[src/rtl/cfgp_pkg.sv]
package cfgp_pkg;

    localparam int CFG_W  = 32;
    localparam int BUS_W  = 8;
    localparam int DEV_W  = 5;
    localparam int FUNC_W = 3;
    localparam int OFF_W  = 8;
    localparam int LANES  = CFG_W / 8;

    typedef enum logic [1:0] {
        SZ_BYTE  = 2'd0,
        SZ_WORD  = 2'd1,
        SZ_DWORD = 2'd2,
        SZ_RSVD  = 2'd3
    } acc_size_e;

    // Field positions are architectural: the filter decodes them.
    typedef struct packed {
        logic              en;
        logic [6:0]        rsvd;
        logic [BUS_W-1:0]  bus;
        logic [DEV_W-1:0]  dev;
        logic [FUNC_W-1:0] func;
        logic [OFF_W-1:0]  reg_off;
    } cfg_addr_t;

    // Whether byte lane b survives zero-extension for a given size.
    function automatic logic lane_kept(acc_size_e sz, int b);
        case (sz)
            SZ_BYTE:  return (b == 0);
            SZ_WORD:  return (b < 2);
            SZ_DWORD: return 1'b1;
            default:  return 1'b0;
        endcase
    endfunction

endpackage

[src/rtl/cfgp_addr_reg.sv]
module cfgp_addr_reg
    import cfgp_pkg::*;
#(
    parameter logic [CFG_W-1:0] KEEP_MASK = 32'h80FF_FFFC
) (
    input  logic             clk,
    input  logic             rst,
    input  logic             load,
    input  logic [CFG_W-1:0] wdata,
    output cfg_addr_t        q
);

    always_ff @(posedge clk) begin
        if (rst) begin
            q <= '0;
        end else if (load) begin
            q <= cfg_addr_t'(wdata & KEEP_MASK);
        end
    end

endmodule

[src/rtl/cfgp_port_decode.sv]
module cfgp_port_decode
    import cfgp_pkg::*;
#(
    parameter int              PORT_W    = 16,
    parameter logic [PORT_W-1:0] ADDR_PORT = 16'hCF8,
    parameter logic [PORT_W-1:0] DATA_PORT = 16'hCFC
) (
    input  logic              valid,
    input  logic              write,
    input  logic [PORT_W-1:0] port,
    input  acc_size_e         size,
    output logic              addr_wr,
    output logic              addr_rd,
    output logic              data_hit,
    output logic [1:0]        lane
);

    localparam logic [PORT_W-1:0] DATA_LAST = DATA_PORT + PORT_W'(LANES - 1);

    logic is_dword;
    logic size_ok;
    logic in_window;
    logic at_addr;

    always_comb begin
        is_dword  = (size == SZ_DWORD);
        size_ok   = (size != SZ_RSVD);
        in_window = (port >= DATA_PORT) && (port <= DATA_LAST);
        at_addr   = (port == ADDR_PORT);
        lane      = 2'(port[1:0] - DATA_PORT[1:0]);

        addr_wr   = valid &&  write && is_dword && at_addr;
        addr_rd   = valid && !write && is_dword && at_addr;
        data_hit  = valid && size_ok &&
                    (is_dword ? (port == DATA_PORT) : in_window);
    end

endmodule

[src/rtl/cfgp_target_filter.sv]
module cfgp_target_filter
    import cfgp_pkg::*;
(
    input  logic              data_hit,
    input  logic              write,
    input  acc_size_e         size,
    input  logic [CFG_W-1:0]  wdata,
    input  logic              en,
    input  logic [BUS_W-1:0]  bus,
    input  logic [DEV_W-1:0]  dev,
    input  logic [FUNC_W-1:0] func,
    input  logic [OFF_W-1:0]  reg_off,
    input  logic [1:0]        lane,
    input  logic [BUS_W-1:0]  tgt_bus,
    input  logic [DEV_W-1:0]  tgt_dev,
    input  logic [FUNC_W-1:0] tgt_func,
    output logic              req,
    output logic              we,
    output acc_size_e         size_o,
    output logic [OFF_W-1:0]  offset,
    output logic [CFG_W-1:0]  wdata_o,
    output logic              rd_fwd
);

    logic match;

    always_comb begin
        match   = (bus == tgt_bus) && (dev == tgt_dev) && (func == tgt_func);
        req     = data_hit && en && match;
        we      = req && write;
        rd_fwd  = req && !write;
        size_o  = size;
        offset  = OFF_W'(reg_off + {{(OFF_W-2){1'b0}}, lane});
        wdata_o = wdata;
    end

endmodule

[src/rtl/cfg_port_decoder.sv]
module cfg_port_decoder
    import cfgp_pkg::*;
#(
    parameter int                PORT_W    = 16,
    parameter logic [PORT_W-1:0] ADDR_PORT = 16'hCF8,
    parameter logic [PORT_W-1:0] DATA_PORT = 16'hCFC,
    parameter logic [CFG_W-1:0]  KEEP_MASK = 32'h80FF_FFFC
) (
    input  logic              clk,
    input  logic              rst,
    input  logic              io_valid,
    input  logic              io_write,
    input  logic [PORT_W-1:0] io_port,
    input  logic [1:0]        io_size,
    input  logic [CFG_W-1:0]  io_wdata,
    output logic [CFG_W-1:0]  io_rdata,
    input  logic [BUS_W-1:0]  tgt_bus,
    input  logic [DEV_W-1:0]  tgt_dev,
    input  logic [FUNC_W-1:0] tgt_func,
    output logic              be_req,
    output logic              be_we,
    output logic [1:0]        be_size,
    output logic [OFF_W-1:0]  be_offset,
    output logic [CFG_W-1:0]  be_wdata,
    input  logic [CFG_W-1:0]  be_rdata
);

    acc_size_e  size_e;
    acc_size_e  be_size_e;
    cfg_addr_t  cfg_addr_q;
    logic       addr_wr;
    logic       addr_rd;
    logic       data_hit;
    logic [1:0] lane;
    logic       rd_fwd;
    logic [CFG_W-1:0] fwd_data;

    assign size_e  = acc_size_e'(io_size);
    assign be_size = be_size_e;

    cfgp_port_decode #(
        .PORT_W    (PORT_W),
        .ADDR_PORT (ADDR_PORT),
        .DATA_PORT (DATA_PORT)
    ) u_decode (
        .valid    (io_valid),
        .write    (io_write),
        .port     (io_port),
        .size     (size_e),
        .addr_wr  (addr_wr),
        .addr_rd  (addr_rd),
        .data_hit (data_hit),
        .lane     (lane)
    );

    cfgp_addr_reg #(
        .KEEP_MASK (KEEP_MASK)
    ) u_addr (
        .clk   (clk),
        .rst   (rst),
        .load  (addr_wr),
        .wdata (io_wdata),
        .q     (cfg_addr_q)
    );

    cfgp_target_filter u_filter (
        .data_hit (data_hit),
        .write    (io_write),
        .size     (size_e),
        .wdata    (io_wdata),
        .en       (cfg_addr_q.en),
        .bus      (cfg_addr_q.bus),
        .dev      (cfg_addr_q.dev),
        .func     (cfg_addr_q.func),
        .reg_off  (cfg_addr_q.reg_off),
        .lane     (lane),
        .tgt_bus  (tgt_bus),
        .tgt_dev  (tgt_dev),
        .tgt_func (tgt_func),
        .req      (be_req),
        .we       (be_we),
        .size_o   (be_size_e),
        .offset   (be_offset),
        .wdata_o  (be_wdata),
        .rd_fwd   (rd_fwd)
    );

    // Zero-extension of backend read data, one byte lane per slice.
    for (genvar b = 0; b < LANES; b++) begin : g_zext
        assign fwd_data[8*b +: 8] = lane_kept(size_e, b) ? be_rdata[8*b +: 8] : 8'h00;
    end

    always_comb begin
        if (addr_rd) begin
            io_rdata = cfg_addr_q;
        end else if (rd_fwd) begin
            io_rdata = fwd_data;
        end else begin
            io_rdata = '0;
        end
    end

endmodule

[config.mk]
export PLATFORM = sky130hd
export DESIGN_NAME = cfg_port_decoder
export DESIGN_NICKNAME = d
export VERILOG_FILES = /design/src/rtl/cfgp_pkg.sv /design/src/rtl/cfgp_addr_reg.sv /design/src/rtl/cfgp_port_decode.sv /design/src/rtl/cfgp_target_filter.sv /design/src/rtl/cfg_port_decoder.sv
export SDC_FILE = /design/constraint.sdc
export NUM_CORES = 1
export LEC_CHECK = 0
export ABC_AREA = 1
export CAP_MARGIN = 20
export CORE_MARGIN = 4
export CORE_UTILIZATION = 28
export CTS_BUF_LIST = sky130_fd_sc_hd__clkbuf_8
export DETAILED_ROUTE_END_ITERATION = 12
export DONT_BUFFER_PORTS = 1
export PLACE_DENSITY_LB_ADDON = 0.3
export SYNTH_ARGS = -nofsm -noshare
export SYNTH_HDL_FRONTEND = slang
export SYNTH_SLANG_ARGS = --single-unit
[constraint.sdc]
create_clock -name clk -period 3.4 [get_ports clk]
set_clock_uncertainty 0.15 [all_clocks]
set_input_delay 0.34 -clock clk [delete_from_list [all_inputs] [get_ports clk]]
set_output_delay 0.34 -clock clk [all_outputs]
set_load 0.02 [all_outputs]
## After elaboration in Yosys (flattened, before gate mapping)

Cells that the tools add are included.

| word-level totals | value |
|---|---|
| word-level logic and storage cells | 45 |
| input port bits | 102 |
| register bits | 23 |
| output and inout bits | 76 |

| operators by class | value |
|---|---|
| add/subtract/negate cells | 1 |
| reductions and logical operators | 19 |
| eq/ne operators | 8 |
| $lt $le $gt $ge | 2 |
| multiplexer cells | 10 |

Operators with widths:

| operator | number |
|---|---|
| 32-bit 2-to-1 mux | 2 |
| 16-bit by 12-bit == test with 1-bit output, second input constant | 2 |
| 8-bit 2-to-1 mux | 4 |
| 16-bit by 12-bit >= comparator with 1-bit output, second input constant | 1 |
| 16-bit by 12-bit <= comparator with 1-bit output, second input constant | 1 |
| 1-bit logical AND | 15 |
| 8-bit by 2-bit adder with 8-bit output | 1 |
| 8-bit == test | 1 |
| 5-bit == test | 1 |
| 1-bit 2-to-1 mux | 4 |
| 3-bit == test | 1 |
| 3-bit OR reduction | 1 |
| 2-bit by 1-bit == test with 1-bit output, second input constant | 1 |
| 2-bit == test, second input constant | 1 |
| 2-bit zero test | 1 |
| 2-bit != test, second input constant | 1 |
| 2-bit OR reduction | 1 |
| 1-bit zero test | 1 |

## Longest topological paths before layout

| depth | value |
|---|---|
| depth after elaboration | 9 |
| mapped depth | 13 |
| gate-level depth less buffers | 11 |

## Cells and area by module

A second synthesis with hierarchy kept.

| unflattened totals | value |
|---|---|
| cells, all modules | 512 |
| area total of the unflattened synthesis | 2701.3 um^2 |

By module, submodules not included:

| module | times used | area each (um^2) | seq. area each (um^2) | cells an instance |
|---|---|---|---|---|
| cfgp_addr_reg | 1 | 1033.5 | 460.4 | 156 |
| cfgp_target_filter | 1 | 758.2 | 0.0 | 140 |
| cfg_port_decoder | 1 | 737.0 | 0.0 | 176 |
| cfgp_port_decode | 1 | 172.7 | 0.0 | 40 |

## Worst setup path before layout

Ideal clock, no wire load.

| timing path | value |
|---|---|
| path type | input -> output |
| from | in io_size[0] |
| to | out io_rdata[0] |
| arrival | 1.651 ns |
| stages on the path | 12 |
| setup slack | 1.259 ns |
| required time | 2.910 ns |
| buffers on the path | 1 |
| cell sequence | inv_1 > ha_1 > buf_6 > inv_2 > nor2_1 > nor2_1 > nand2_1 > nor2_1 > nand2_2 > nor2_8 > nand2_2 > nor2_1 |

| on the way | value |
|---|---|
| cells in the longest elaborated chain, start to end | 8 |

Ends and longest elaborated chain:

| item | RTL line | text |
|---|---|---|
| start: declaration | cfg_port_decoder.sv:14 | `input logic [1:0] io_size,` |
| 2-bit == test or 2-bit != test (tied branches) | cfgp_pkg.sv:29, cfgp_port_decode.sv:26, cfgp_port_decode.sv:27 |  |
| 1-bit 2-to-1 mux or 1-bit logical AND (tied branches) | cfgp_port_decode.sv:35, cfgp_port_decode.sv:34 |  |
| 1-bit logical AND | cfgp_port_decode.sv:34 | `data_hit = valid && size_ok &&` |
| 1-bit logical AND (2 in series) | cfgp_target_filter.sv:29 | `req = data_hit && en && match;` |
| 1-bit logical AND | cfgp_target_filter.sv:31 | `rd_fwd = req && !write;` |
| 32-bit 2-to-1 mux | cfg_port_decoder.sv:96 | `end else if (rd_fwd) begin` |
| 32-bit 2-to-1 mux * | cfg_port_decoder.sv:94 | `if (addr_rd) begin` |
| end: declaration | cfg_port_decoder.sv:16 | `output logic [CFG_W-1:0] io_rdata,` |

Every way passes the cells marked *; elsewhere a longest branch is shown, timed or not.

## Worst setup path in the final report

| timing path | value |
|---|---|
| from | in io_size[0] |
| to | out io_rdata[2] |

Same word-level chain as after synthesis.

==> results.sh <==
export IMPL_final_cell_mix="nand2_1, inv_1, nor2_1, nand3_1, nand4_1"
export IMPL_grt_overflow=0
export IMPL_period_share_pct=75.96
export IMPL_cts_tree="yes"
export IMPL_htree_levels=1
export IMPL_wl_met2_um=3816
export IMPL_power_leakage_uw=0.001106
export IMPL_dr_pass1_iters=4
export IMPL_grt_antenna_before_repair=0
export IMPL_p_clk_share_pct=34.1
export IMPL_clkSlewWorstSetupHoldPaths_ns=0.09
export IMPL_ir_drop_mv=0.09341
export IMPL_crit_top_cell="nand2_1"
export IMPL_cp_start_kind="input port"
export IMPL_crit_chain="inv_1 > ha_1 > nand2_2 > nor2_4 > nand3_4 > nand2_1 > nor2_1 > nand3_1 > nand2_1"
export IMPL_netlist_instances=405
export IMPL_slew_viol_final=0
export IMPL_reg2reg_slack_ns=2.35
export IMPL_finalSetupTns_ns=0
export IMPL_p_per_area_mw_per_mm2=223.0
export IMPL_die_area_sq_mm=0.01071
export IMPL_cp_max_fo=18
export IMPL_ant_nets=0
export IMPL_fin_crit_ns=2.583
export IMPL_num_antenna_cells=0
export IMPL_seqCellArea_sq_um=460.4
export IMPL_wl_met1_um=3124
export IMPL_drc=0
export IMPL_multi_input_area_sq_mm=0.001353
export IMPL_cpLargestDelayFamily="simple AND/OR/NAND/NOR gates"
export IMPL_grt_max_degree=47
export IMPL_critPathCapture="io_rdata[2]"
export IMPL_outcome="complete, no violations"
export IMPL_intPower_uw=376.2
export IMPL_synth_distinct_cells=32
export IMPL_worstReg2RegEnd="u_addr.q[6]"
export IMPL_switching_power_uw=143.5
export IMPL_maxUsedRoutingLayer="met4"
export IMPL_numCtsBuffers=3
export IMPL_min_from="io_wdata[3]"
export IMPL_nNetsFinal=461
export IMPL_drt_wl_total_um=7649
export IMPL_yosysWarnings=0
export IMPL_seqPwrFrac_pct=51.8
export IMPL_insertion_delay_ns=0.27
export IMPL_regMostFlops="u_addr.q"
export IMPL_postCtsResizedCells=0
export IMPL_hold_ws_ns=0.08689
export IMPL_top_regs="u_addr.q x23"
export IMPL_vias=2191
export IMPL_netlist_area_sq_mm=0.002554
export IMPL_yosysSeqAreaShare_pct=18.03
export IMPL_crit_type="input port to output port"
export IMPL_wire_per_inst_um=16.52
export IMPL_rows=34
export IMPL_mappedNetlistNets=510
export IMPL_critPathArrivalTime_ns=2.09
export IMPL_critPathLaunch="io_size[0]"
export IMPL_core_area_sq_mm=0.008806
export IMPL_synth_edf_count=0
export IMPL_max_freq_mhz=387.2
export IMPL_die_h_um=103.5
export IMPL_dr_wl_met3_um=643
export IMPL_synth_ff_type="dfxtp_1"
export IMPL_largest_reg_flops=23
export IMPL_cp_slowest_cell="ha_1"
export IMPL_mostFrequentLayoutCell="nand2_1"
export IMPL_critPathBufInv=1
export IMPL_critPathCaptureType="output port"
export IMPL_critPathMaxStageDelay_ns=0.56
export IMPL_setup_violations=0
export IMPL_clockBufferDepth=2
export IMPL_post_cts_setup_buffers=0
export IMPL_switching_share_pct=27.61
export IMPL_dp_hpwl_um=6432
export IMPL_grt_use_total_pct=13.76
export IMPL_ioPinCount=178
export IMPL_portBuffers=0
export IMPL_fill_cells=1006
export IMPL_synthArstFlopShare_pct=0
export IMPL_worst_r2r_path_depth=2
export IMPL_first_iter_violations=110
export IMPL_drv_cap=0
export IMPL_tightest_slew_ns=0.7742
export IMPL_via_per_inst=4.732
export IMPL_clockRootBuffer="clkbuf_8"
export IMPL_hp_class="input port to register"
export IMPL_avgSynthCellArea_sq_um=6.305
export IMPL_required_ns=2.91
export IMPL_synth_seq_cells=23
export IMPL_start_util_pct=29.00
export IMPL_rsz0062_at_grt="no"
export IMPL_holdBufCountCts=1
export IMPL_cts_sinks=23
export IMPL_finalHoldViolations=0
export IMPL_r2r_start="u_addr.q[6]"
export IMPL_crit_cells=9
export IMPL_syn_to_final_growth_pct=-8.721
export IMPL_max_slew_margin_pct=48.00
export IMPL_power_frac_comb_pct=14.2
export IMPL_grt_pass1_wl_um=11830
export IMPL_grt_pass1_vias=2139
export IMPL_layout_drive_gt1_share_pct=10.42
export IMPL_gp_congestion=0.7804
export IMPL_die_w_um=103.5
[power by group through the flow]
stage | Combinational (uW) | Sequential [uW] | Clock, uW
2_1_floorplan | 122 | 275 | 0
3_3_place_gp | 64.1 | 275 | 0
3_5_place_dp | 64.9 | 275 | 0
4_1_cts | 71.5 | 269 | 183
5_1_grt | 84.9 | 269 | 193
6_report | 73.7 | 269 | 177
[area by class of cell]
class                   instances  share of cell area [%]
flip-flops and latches         23                   19.75
inverters                      69                   11.22
clock inverters                 1                  0.2147
repair buffers                  7                   3.221
multi-input cells             252                   58.02
clock buffers                   3                   1.771
well taps                     108                   5.797
[cell families (layout without fill, tap and decap cells)]
kind of cell / Yosys count / in the layout / share of synthesized area (%)
AOI/OAI and AO/OA: 26 / 26 / 8.770
xor gates and xnor gates: 1 / 1 / 0.3430
adders and majority gates: 3 / 3 / 1.470
buffers and inverters: 130 / 80 / 29.35
DFF: 23 / 23 / 18.03
and+or+nand+nor: 222 / 222 / 42.04
[worst register-to-register path, delay by kind of cell, from the launching register on]
kind	cells	cell delay, ns
compound gates	1	0.25
flops	1	0.49
buf+inv	1	0.08
[stage by stage]
step | power, uW | util, % | area (sq um) | setup WS, ns | instances
finish | 519.7 | 26.47 | 2331 | 0.8172 | 463
global route | 547.3 | 26.47 | 2331 | 0.5506 | 463
CTS | 523.3 | 26.16 | 2303 | 0.7770 | 462
detailed placement | 340.3 | 25.52 | 2247 | 0.7882 | 457
global placement | 339.5 | 25.52 | 2247 | 0.8507 | 457
floorplan | 397.0 | - | 2554 | 1.259 | 405
[per-layer routing]
| layer | up-vias | global-route usage [%] |
|---|---|---|
| li1 | 1138 | - |
| met1 | 955 | 16.17 |
| met2 | 91 | 24.86 |
| met3 | 7 | 4.167 |
| met4 | 0 | 2.564 |
| met5 | - | 0 |
[cell usage after synthesis, types with 2 or more instances]
library cell / n / area share (%)
a211oi_1: 16 / 4.7
a211oi_2: 7 / 3.4
buf_2: 5 / 0.98
buf_4: 42 / 12
buf_6: 6 / 2.6
clkbuf_1: 2 / 0.29
clkbuf_8: 3 / 1.6
dfxtp_1: 23 / 18
ha_1: 3 / 1.5
inv_1: 66 / 9.7
inv_2: 2 / 0.29
nand2_1: 74 / 11
nand2_2: 3 / 0.74
nand3_1: 40 / 7.8
nand3_2: 2 / 0.78
nand3_4: 3 / 2.1
nand4_1: 24 / 5.9
nor2_1: 66 / 9.7
nor2_2: 2 / 0.49
nor2_4: 4 / 1.8
[worst min-delay path by stage]
| stage | end | cells past startpoint |
|---|---|---|
| finish | u_addr.q[3] | 2 |
| global route | u_addr.q[2] | 2 |
| CTS | u_addr.q[9] | 2 |
| detailed placement | u_addr.q[31] | 1 |
| global placement | u_addr.q[15] | 1 |
| floorplan | u_addr.q[11] | 1 |
Note: power is estimated with default switching activity, not from simulation.
